--- src/rtl/kdb_pkg.sv ---
package kdb_pkg;

  typedef enum logic [1:0] {
    ST_IDLE = 2'd0,
    ST_RISE = 2'd1,
    ST_HELD = 2'd2,
    ST_FALL = 2'd3
  } dbState_t;

  typedef struct packed {
    logic sampleEn;
    logic sampleBit;
  } sampleInfo_t;

  typedef struct packed {
    logic setDeb;
    logic clrDeb;
    logic firePress;
  } ctrlStrobe_t;

endpackage

--- src/rtl/kdb_datapath.sv ---
module kdb_datapath
  import kdb_pkg::*;
#(
  parameter int TICKS_PER_SAMPLE = 5,
  parameter int SYNC_STAGES      = 2
) (
  input  logic        clk,
  input  logic        rstN,
  input  logic        tickIn,
  input  logic        rawBtn,
  input  ctrlStrobe_t strobe,
  output sampleInfo_t sample,
  output logic        debLevel,
  output logic        pressPulse
);

  localparam int CNT_W = (TICKS_PER_SAMPLE > 1) ? $clog2(TICKS_PER_SAMPLE) : 1;
  localparam logic [CNT_W-1:0] LAST_TICK = CNT_W'(TICKS_PER_SAMPLE - 1);

  logic [SYNC_STAGES-1:0] syncQ;
  logic [CNT_W-1:0]       tickCnt;
  logic                   tickWrap;

  always_ff @(posedge clk or negedge rstN) begin
    if (!rstN) syncQ <= '0;
    else       syncQ <= {syncQ[SYNC_STAGES-2:0], rawBtn};
  end

  assign tickWrap = tickIn && (tickCnt == LAST_TICK);

  always_ff @(posedge clk or negedge rstN) begin
    if (!rstN)         tickCnt <= '0;
    else if (tickWrap) tickCnt <= '0;
    else if (tickIn)   tickCnt <= tickCnt + 1'b1;
  end

  assign sample.sampleEn  = tickWrap;
  assign sample.sampleBit = syncQ[SYNC_STAGES-1];

  always_ff @(posedge clk or negedge rstN) begin
    if (!rstN) begin
      debLevel   <= 1'b0;
      pressPulse <= 1'b0;
    end else begin
      pressPulse <= strobe.firePress;
      if (strobe.setDeb)      debLevel <= 1'b1;
      else if (strobe.clrDeb) debLevel <= 1'b0;
    end
  end

endmodule

--- src/rtl/kdb_control.sv ---
module kdb_control
  import kdb_pkg::*;
#(
  parameter int CONFIRM_SAMPLES = 3
) (
  input  logic        clk,
  input  logic        rstN,
  input  sampleInfo_t sample,
  output ctrlStrobe_t strobe
);

  localparam int RUN_W = $clog2(CONFIRM_SAMPLES + 1);
  localparam logic [RUN_W-1:0] LAST_RUN = RUN_W'(CONFIRM_SAMPLES - 1);

  dbState_t         state, stateNxt;
  logic [RUN_W-1:0] runCnt, runCntNxt;

  always_comb begin
    stateNxt  = state;
    runCntNxt = runCnt;
    strobe    = '0;
    if (sample.sampleEn) begin
      unique case (state)
        ST_IDLE: if (sample.sampleBit) begin
          stateNxt  = ST_RISE;
          runCntNxt = RUN_W'(1);
        end
        ST_RISE: begin
          if (!sample.sampleBit) begin
            stateNxt = ST_IDLE;
          end else if (runCnt == LAST_RUN) begin
            stateNxt         = ST_HELD;
            strobe.setDeb    = 1'b1;
            strobe.firePress = 1'b1;
          end else begin
            runCntNxt = runCnt + 1'b1;
          end
        end
        ST_HELD: if (!sample.sampleBit) begin
          stateNxt  = ST_FALL;
          runCntNxt = RUN_W'(1);
        end
        ST_FALL: begin
          if (sample.sampleBit) begin
            stateNxt = ST_HELD;
          end else if (runCnt == LAST_RUN) begin
            stateNxt      = ST_IDLE;
            strobe.clrDeb = 1'b1;
          end else begin
            runCntNxt = runCnt + 1'b1;
          end
        end
        default: stateNxt = ST_IDLE;
      endcase
    end
  end

  always_ff @(posedge clk or negedge rstN) begin
    if (!rstN) begin
      state  <= ST_IDLE;
      runCnt <= '0;
    end else begin
      state  <= stateNxt;
      runCnt <= runCntNxt;
    end
  end

endmodule

--- src/rtl/key_debounce.sv ---
module key_debounce
  import kdb_pkg::*;
#(
  parameter int TICKS_PER_SAMPLE = 5,
  parameter int CONFIRM_SAMPLES  = 3,
  parameter int SYNC_STAGES      = 2
) (
  input  logic clk,
  input  logic rstN,
  input  logic tickIn,
  input  logic rawBtn,
  output logic debLevel,
  output logic pressPulse
);

  sampleInfo_t sample;
  ctrlStrobe_t strobe;

  kdb_datapath #(
    .TICKS_PER_SAMPLE(TICKS_PER_SAMPLE),
    .SYNC_STAGES     (SYNC_STAGES)
  ) u_dp (
    .clk       (clk),
    .rstN      (rstN),
    .tickIn    (tickIn),
    .rawBtn    (rawBtn),
    .strobe    (strobe),
    .sample    (sample),
    .debLevel  (debLevel),
    .pressPulse(pressPulse)
  );

  kdb_control #(
    .CONFIRM_SAMPLES(CONFIRM_SAMPLES)
  ) u_ctrl (
    .clk   (clk),
    .rstN  (rstN),
    .sample(sample),
    .strobe(strobe)
  );

endmodule

--- config.mk ---
export PLATFORM = sky130hd
export DESIGN_NAME = key_debounce
export DESIGN_NICKNAME = d
export VERILOG_FILES = /design/src/rtl/kdb_pkg.sv /design/src/rtl/kdb_datapath.sv /design/src/rtl/kdb_control.sv /design/src/rtl/key_debounce.sv
export SDC_FILE = /design/constraint.sdc
export NUM_CORES = 1
export LEC_CHECK = 0
export CAP_MARGIN = 20
export CORE_AREA = 2 2 39 41
export DETAILED_ROUTE_END_ITERATION = 8
export DIE_AREA = 0 0 41 43
export DONT_BUFFER_PORTS = 1
export GPL_TIMING_DRIVEN = 1
export SLEW_MARGIN = 20
export SYNTH_ARGS = -nofsm -noshare
export SYNTH_HDL_FRONTEND = slang
export SYNTH_SLANG_ARGS = --single-unit
--- constraint.sdc ---
create_clock -name clk -period 1.95 [get_ports clk]
set_input_delay 0.2925 -clock clk [delete_from_list [all_inputs] [get_ports clk]]
set_output_delay 0.2925 -clock clk [all_outputs]
set_load 0.03 [all_outputs]
==> metrics.log, run 1 <==
[metrics] largest clock skew in the final design: 1.97 ps
[metrics] number of antenna violations at the first check in global routing: 0
[metrics] first-pass GRT wire length: 1260 µm
[metrics] Area growth syn-to-layout: 11.3%
[metrics] routed length per placed instance: 11.6 µm
[metrics] area of the mapped netlist: 499 µm²
[metrics] I/O pin total: 6
[metrics] sum of routed wire length over all layers: 753 µm
[metrics] Worst path top cell family by delay: flip-flops
[metrics] instance count of the mapped netlist: 44
[metrics] die area: 1760 µm²
[metrics] average footprint of a synthesized cell: 11.3 µm²
[metrics] Setup Fix Bufs, Post-CTS: 0
[metrics] root buffer cell: sky130_fd_sc_hd__clkbuf_4
[metrics] critical path buffer and inverter count: 1
[metrics] number of buffers on the longest clock path: 2
[metrics] final antenna-violating net count: 0
[metrics] Data arrival, critical path: 1670 ps
[metrics] First DRT Iteration DRCs: 5
[metrics] endpoint required time on the critical path: 2100 ps
[metrics] CTS tree: done
[metrics] #FFs+latches synth: 11
[metrics] via count of the first global-routing pass: 310
[metrics] post-detailed-route DRC marker count: 0
[metrics] maximum number of pins on one net before global-route repair: 12
[metrics] worst hold margin: 55.9 ps
[metrics] shortest clock period the worst path allows after layout: 1520 ps
[metrics] list of cells traversed by the critical path: inv_1 -> ha_1 -> nand3_4 -> or2_1 -> o32a_1
[metrics] share of post-route cells with drive strength above 1: 14.3%
[metrics] die boundary height: 43 µm
[metrics] routed via count divided by cell count: 5.02
[metrics] leakage component of the power: 0.239 nW
[metrics] number of slew-limit violations in the final report: 0
[metrics] GR Util All Layers: 11.5%
[metrics] TritonCTS buffer count: 3
[metrics] core outline area: 1380 µm²
[metrics] worst max-slew margin expressed relative to the limit: 68.1%
[metrics] CP startpoint kind: flip-flop
[metrics] final HPWL from detailed placement: 560 µm
[metrics] pin slew with the least headroom to its limit: 478 ps
[metrics] CP Capture Type: flip-flop
[metrics] Synth top area share: 55.1%
[metrics] setup TNS: 0 ps
[metrics] worst vdd ir: 0.485 mV
[metrics] achievable clock frequency: 659 MHz
[metrics] Buffers on Ports: 0
[metrics] outcome: finished clean
[metrics] depth of the CTS H-tree: 1
[metrics] delay of the slowest cell on the worst path: 380 ps
[metrics] count of antenna diodes in the layout: 0
[metrics] CP max stage cell: sky130_fd_sc_hd__dfrtp_1
[metrics] worst hold path class: in2reg
[metrics] largest cells by area after synthesis: sky130_fd_sc_hd__dfrtp_1, sky130_fd_sc_hd__ha_1, sky130_fd_sc_hd__o21ai_0
[metrics] total number of vias: 326
[metrics] clock-pin slew of the registers on the worst-case setup and hold paths: 70 ps
[metrics] source-to-sink clock delay at the later pin of the worst-skew pair: 260 ps
[metrics] sequential-to-total area share from yosys stat: 55.1%
[metrics] count of yosys warnings during synthesis: 0
[metrics] cell type with the highest aggregate area in the netlist: sky130_fd_sc_hd__dfrtp_1
[metrics] number of setup violations in the final report: 0
[metrics] layout net count: 57
[metrics] DIE WIDTH: 41 µm
[metrics] initial standard-cell utilization of the core: 36.1%
[metrics] Distinct cells, synth: 18
[metrics] start-to-end type of the worst setup path: reg2reg
[metrics] count of endpoints failing hold in the final timing report: 0
[metrics] fin crit share: 77.8%
[metrics] number of sinks on the clock net: 11
[metrics] power density normalized to cell area: 1120 nW/µm²
[metrics] length of the first detailed-routing pass in iterations: 2
[metrics] Post-Syn Nets: 51
[metrics] RSZ-0062 raised after global routing: no
[metrics] gp weighted congestion: 0.616
[metrics] Rows: 14
[metrics] max_cap viols: 0
[metrics] grt total ovfl: 0
[metrics] post-CTS resize count: 0
[metrics] largest fanout on the critical path: 8
[cells in the mapped netlist, drive strengths merged]
master / instances
a211o: 1
a21o: 1
a22o: 1
dfrtp: 11
ha: 3
inv: 5
nand2: 6
nand3: 3
nor3b: 1
nor4: 1
o21ai: 5
o31a: 1
o31ai: 1
o32a: 1
o41ai: 1
or2: 1
xnor2: 1
[cell families (layout without fill, tap and decap cells)]
kind of cell,after synthesis,in the layout,synth area share [%]
adders and majority gates,3,3,7.52
and+or+nand+nor,12,12,14.0
AOI/OAI and AO/OA,12,12,17.8
xor gates and xnor gates,1,1,1.75
DFF,11,11,55.1
buffers and inverters,5,10,3.76
[worst paths after layout]
check,from,endpoint,slack [ps],depth (start not counted)
min in group asynchronous,rstN,u_ctrl.runCnt[0],420,1
min,rawBtn,u_dp.syncQ[0],60,0
max in group asynchronous,rstN,u_dp.syncQ[1],1210,1
min reg2reg,u_dp.syncQ[0],u_dp.syncQ[1],360,0
max reg2reg,u_dp.tickCnt[0],u_ctrl.runCnt[0],430,5
max,u_dp.tickCnt[0],u_ctrl.runCnt[0],430,5
[state kept, by name, indices dropped and copies added, names as in the netlist, named ones only]
register	flops
u_dp.debLevel	1
u_dp.tickCnt	3
u_dp.syncQ	2
u_ctrl.runCnt	2
u_dp.pressPulse	1
u_ctrl.state	1
[cell usage in the layout, fill, tap and decap left out]
cell type                       count
sky130_fd_sc_hd__dfrtp_1           11
sky130_fd_sc_hd__nand2_1            6
sky130_fd_sc_hd__inv_1              5
sky130_fd_sc_hd__o21ai_0            5
sky130_fd_sc_hd__ha_1               3
sky130_fd_sc_hd__clkbuf_4           3
sky130_fd_sc_hd__nand3_1            2
sky130_fd_sc_hd__nand3_4            1
sky130_fd_sc_hd__nor4_1             1
sky130_fd_sc_hd__xnor2_1            1
sky130_fd_sc_hd__nor3b_1            1
sky130_fd_sc_hd__a21o_2             1
sky130_fd_sc_hd__o31ai_1            1
sky130_fd_sc_hd__o31a_2             1
sky130_fd_sc_hd__a211o_1            1
sky130_fd_sc_hd__or2_1              1
sky130_fd_sc_hd__o32a_1             1
sky130_fd_sc_hd__o41ai_1            1
sky130_fd_sc_hd__a22o_2             1
sky130_fd_sc_hd__clkbuf_1           1
sky130_fd_sc_hd__dlygate4sd3_1      1
[layout make-up]
type / count / area (µm²)
multi-input combinational: 28 / 205
sequential: 11 / 275
tap: 16 / 20.0
clock buffer: 4 / 26.3
timing repair buffer: 1 / 10.0
fill: 137 / 828
inverter: 5 / 18.8
[layer usage]
metal  track usage, %  up-vias  share of wire, %
met2             14.1        5                45
met4             10.0        0               1.5
met1             14.4      153                49
li1                 -      166                 -
met5                0        -                 0
met3             5.24        2               4.0
[power breakdown]
group	leakage (nW)	internal (mW)	switching, mW
clock	0.0150	0.0790	0.0729
sequential	0.135	0.282	0.0464
combinational	0.0886	0.0669	0.0740
total	0.239	0.428	0.193
[stage by stage]
step | setup slack (ps) | cell area (µm²) | cells | total power, mW | utilization [%]
detailed placement | 441 | 519 | 60 | 0.471 | 37.5
global route | 356 | 556 | 65 | 0.684 | 40.1
finish | 433 | 556 | 65 | 0.621 | 40.1
CTS | 427 | 556 | 65 | 0.634 | 40.1
global placement | 453 | 519 | 60 | 0.470 | 37.5
floorplan | 505 | 499 | 44 | 0.443 | -
[what timing repair did]
item,CTS,global route
setup endpoints to repair,0,0
hold endpoints to repair,11,0
hold buffers,1,0
(Power assumes the default switching activity.)
==> inputs of run 2 (changes only) <==
--- a/config.mk
+++ b/config.mk
@@ -5,10 +5,11 @@
 export SDC_FILE = /design/constraint.sdc
 export NUM_CORES = 1
 export LEC_CHECK = 0
+export ABC_AREA = 1
 export CAP_MARGIN = 20
-export CORE_AREA = 2 2 39 41
+export CORE_MARGIN = 2
+export CORE_UTILIZATION = 39
 export DETAILED_ROUTE_END_ITERATION = 8
-export DIE_AREA = 0 0 41 43
 export DONT_BUFFER_PORTS = 1
 export GPL_TIMING_DRIVEN = 1
 export SLEW_MARGIN = 20
==> constraint.sdc (replaced) <==
create_clock -name clk -period 1.3 [get_ports clk]
set_input_delay 0.195 -clock clk [delete_from_list [all_inputs] [get_ports clk]]
set_output_delay 0.195 -clock clk [all_outputs]
set_load 0.03 [all_outputs]
==> metrics.log, run 2 <==
[metrics] outcome: finished clean
[metrics] post-detailed-route DRC marker count: 0 (unchanged)
[metrics] source-to-sink clock delay at the later pin of the worst-skew pair: 260 ps (about the same)
[metrics] TritonCTS buffer count: 3 (unchanged)
[metrics] total number of vias: 366 (+12%)
[metrics] list of cells traversed by the critical path: inv_1 -> ha_1 -> nand2_2 -> inv_2 -> nor2_4 -> nand2_2 -> nand2_1 -> nand2_1
[metrics] fin crit share: 91.9% (+14 points)
[metrics] final total power: 1.12 mW (+81%)
[metrics] worst hold margin: 22.9 ps (-33.0 ps)
[metrics] placement-stage worst setup slack: 55.1 ps (-386 ps)
[metrics] FFs w/ async S/R, synth: 100% (unchanged)
[metrics] die boundary height: 40.1 µm (-6.8%)
[metrics] length of the first detailed-routing pass in iterations: 4 (+2)
[metrics] CP Capture Type: flip-flop
[metrics] Area growth syn-to-layout: 16.7%
[metrics] cell type with the highest aggregate area in the netlist: sky130_fd_sc_hd__dfrtp_1
[metrics] number of setup violations in the final report: 0 (unchanged)
[metrics] Synth top area share: 54.2% (-0.95 points)
[metrics] pin slew with the least headroom to its limit: 501 ps (+23.4 ps)
[metrics] RSZ-0062 raised after global routing: no
[metrics] layout net count: 69 (+21%)
[metrics] area of the mapped netlist: 508 µm² (+1.8%)
[metrics] gp weighted congestion: 0.739 (+20%)
[metrics] Internal Pwr Total: 0.718 mW (+68%)
[metrics] shortest clock period the worst path allows after layout: 1190 ps (-323 ps)
[metrics] root buffer cell: sky130_fd_sc_hd__clkbuf_4
[metrics] power density normalized to cell area: 1890 nW/µm² (+69%)
[metrics] commonest cells in the synthesized netlist: sky130_fd_sc_hd__nand2_1, sky130_fd_sc_hd__dfrtp_1, sky130_fd_sc_hd__inv_1, sky130_fd_sc_hd__nand3_1
[metrics] CP startpoint kind: flip-flop
[metrics] Distinct cells, synth: 16 (-2)
[metrics] main flop type after synthesis: sky130_fd_sc_hd__dfrtp_1
[metrics] First DRT Iteration DRCs: 2 (-3)
[metrics] largest fanout on the critical path: 3 (-5)
[metrics] Psw: 0.406 mW (+110%)
[metrics] via count of the first global-routing pass: 326 (+5.2%)
[metrics] area fraction in and, or, nand and nor cells after synthesis: 26.8% (+13 points)
[metrics] share of post-route cells with drive strength above 1: 18.0% (+3.7 points)
[metrics] leakage component of the power: 0.307 nW (+29%)
[metrics] achievable clock frequency: 837 MHz (+27%)
[metrics] clock share of power: 20.2% (-4.3 points)
[metrics] biggest registers after layout: u_dp.tickCnt x3, u_ctrl.runCnt x2, u_dp.syncQ x2
[metrics] initial standard-cell utilization of the core: 40.6% (+4.5 points)
[metrics] routed length per placed instance: 10.2 µm (-12%)
[metrics] sum of routed wire length over all layers: 778 µm (+3.3%)
[metrics] smallest setup slack after layout: 106 ps (-327 ps)
[metrics] most repeated cell in the gate-level netlist after synthesis: sky130_fd_sc_hd__nand2_1
[metrics] number of sinks on the clock net: 11 (unchanged)
[metrics] Post-Syn Nets: 62 (+22%)
[metrics] number of slew-limit violations in the final report: 0 (unchanged)
[metrics] total non-filler cell area in the finished layout: 593 µm² (+6.8%)
[metrics] setup TNS: 0 ps (unchanged)
[metrics] post-placement cell count: 70 (+17%)
[metrics] largest clock skew in the final design: 1.65 ps (-0.326 ps)
[metrics] Setup Fix Bufs, Post-CTS: 0 (unchanged)
[metrics] grt total ovfl: 0 (unchanged)
[metrics] number of buffers on the longest clock path: 2 (unchanged)
[metrics] final antenna-violating net count: 0 (unchanged)
[metrics] relative contribution of sequential cells to total power: 47.2% (-5.6 points)
[metrics] Data arrival, critical path: 1350 ps (-320 ps)
[metrics] Rows: 13 (-1)
[metrics] CTS tree: done
[metrics] CP max stage cell: sky130_fd_sc_hd__dfrtp_1
[metrics] proportion of power drawn by combinational gates: 32.6% (+9.9 points)
[metrics] number of antenna violations at the first check in global routing: 0 (unchanged)
[metrics] Adder-Cell Fraction of Synth Area: 7.39% (-0.13 points)
[metrics] maximum number of pins on one net before global-route repair: 12 (unchanged)
[metrics] proportion of synthesized area in mux cells: 0% (unchanged)
[metrics] clock-pin slew of the registers on the worst-case setup and hold paths: 70 ps (about the same)
[metrics] max_cap viols: 0 (unchanged)
[metrics] main combinational cell family by area after synthesis: simple AND/OR/NAND/NOR gates
[metrics] final HPWL from detailed placement: 575 µm (+2.8%)
[metrics] GR Util All Layers: 12.7% (+1.2 points)
[metrics] I/O pin total: 6 (unchanged)
[metrics] largest cells by area after synthesis: sky130_fd_sc_hd__dfrtp_1, sky130_fd_sc_hd__nand2_1, sky130_fd_sc_hd__ha_1
[metrics] worst max-slew margin expressed relative to the limit: 66.5% (-1.6 points)
[metrics] sequential-to-total area share from yosys stat: 54.2% (-0.95 points)
[metrics] core outline area: 1250 µm² (-9.5%)
[metrics] worst vdd ir: 0.834 mV (+72%)
[metrics] start-to-end type of the worst setup path: reg2reg
[metrics] worst hold path class: in2reg
[metrics] most common library cell in the layout ignoring fill and taps: sky130_fd_sc_hd__nand2_1
[metrics] count of yosys warnings during synthesis: 0 (unchanged)
[metrics] instance count of the mapped netlist: 55 (+25%)
[metrics] count of endpoints failing hold in the final timing report: 0 (unchanged)
[metrics] number of flip-flops under the largest register name: 3 (unchanged)
[metrics] complex-gate fraction of the synthesized area: 4.93% (-13 points)
[metrics] die area: 1610 µm² (-8.8%)
[metrics] Final Core Density: 47.4% (+7.2 points)
[metrics] count of placed standard cells in the final layout, fillers left out: 76 (+17%)
[metrics] count of antenna diodes in the layout: 0 (unchanged)
[metrics] delay of the slowest cell on the worst path: 370 ps (about the same)
[metrics] routed via count divided by cell count: 4.82 (-4.0%)
[metrics] endpoint required time on the critical path: 1460 ps (-640 ps)
[metrics] depth of the CTS H-tree: 1 (unchanged)
[metrics] synthesized-area fraction occupied by xor and xnor cells: 0% (-1.8 points)
[metrics] leading cell types in the layout, fill and taps excluded: sky130_fd_sc_hd__nand2_1, sky130_fd_sc_hd__dfrtp_1, sky130_fd_sc_hd__inv_1
[metrics] post-placement cell area: 527 µm² (+1.4%)
[metrics] share of total power consumed by net switching: 36.1% (+5.0 points)
[metrics] average footprint of a synthesized cell: 9.24 µm² (-19%)
[metrics] #FFs+latches synth: 11 (unchanged)
[metrics] number of enable flip-flop cells after synthesis: 0 (unchanged)
[metrics] Buffers on Ports: 0 (unchanged)
[metrics] first-pass GRT wire length: 1280 µm (+1.7%)
[metrics] top register by number of flip-flops: u_dp.tickCnt
[metrics] DIE WIDTH: 40.1 µm (-2.2%)
[run 2: what timing repair did]
| action | 4_1_cts | 5_1_grt |
|---|---|---|
| setup endpoints to repair | 0 | 4 |
| endpoints found under the hold margin | 12 | 0 |
| resized for setup | 0 | 5 |
| hold buffers | 2 | 0 |
[run 2: layer usage]
metal / vias to the layer above / global-route usage, % / wire length (µm)
met4: 0 / 7.76 / 0
met3: 0 / 5.00 / 43
met1: 171 / 15.5 / 349
met2: 8 / 18.5 / 384
met5: - / 0 / 0
li1: 187 / - / -
[run 2: power groups by stage]
stage / clock network [mW] / registers [mW] / logic, mW
floorplan: 0 / 0.516 / 0.267
global placement: 0 / 0.532 / 0.309
detailed placement: 0 / 0.532 / 0.318
CTS: 0.244 / 0.526 / 0.330
global route: 0.254 / 0.543 / 0.438
finish: 0.227 / 0.530 / 0.366
[run 2: worst max-delay path, delay by kind of cell, from the launching register on]
kind / cells / cell delay [ps]
AND/OR/NAND/NOR: 5 / 410
buffers and inverters: 2 / 110
adder cells (fa/ha/maj): 1 / 200
flip-flops: 1 / 370
[run 2: final timing paths]
check	cells after the start	endpoint	start	slack [ps]
setup / recovery	8	u_ctrl.runCnt[0]	u_ctrl.runCnt[0]	110
setup reg to reg	8	u_ctrl.runCnt[0]	u_ctrl.runCnt[0]	110
hold reg to reg	0	u_dp.syncQ[1]	u_dp.syncQ[0]	360
max in group asynchronous	1	u_dp.tickCnt[0]	rstN	630
min in group asynchronous	1	u_ctrl.state[0]	rstN	330
hold / removal	1	u_dp.tickCnt[0]	tickIn	20
[run 2: cells by family after synthesis]
kind of cell               count (synthesis)
AOI/OAI and AO/OA                          5
adders and majority gates                  3
DFF                                       11
and+or+nand+nor                           27
buffers and inverters                      9
[run 2: layout make-up]
cell class / count / area [µm²]
fillers: 112 / 659
flip-flops and latches: 11 / 275
multi-input cells: 35 / 219
inverters: 9 / 33.8
clock buffers: 4 / 26.3
repair buffers: 2 / 20.0
well taps: 15 / 18.8
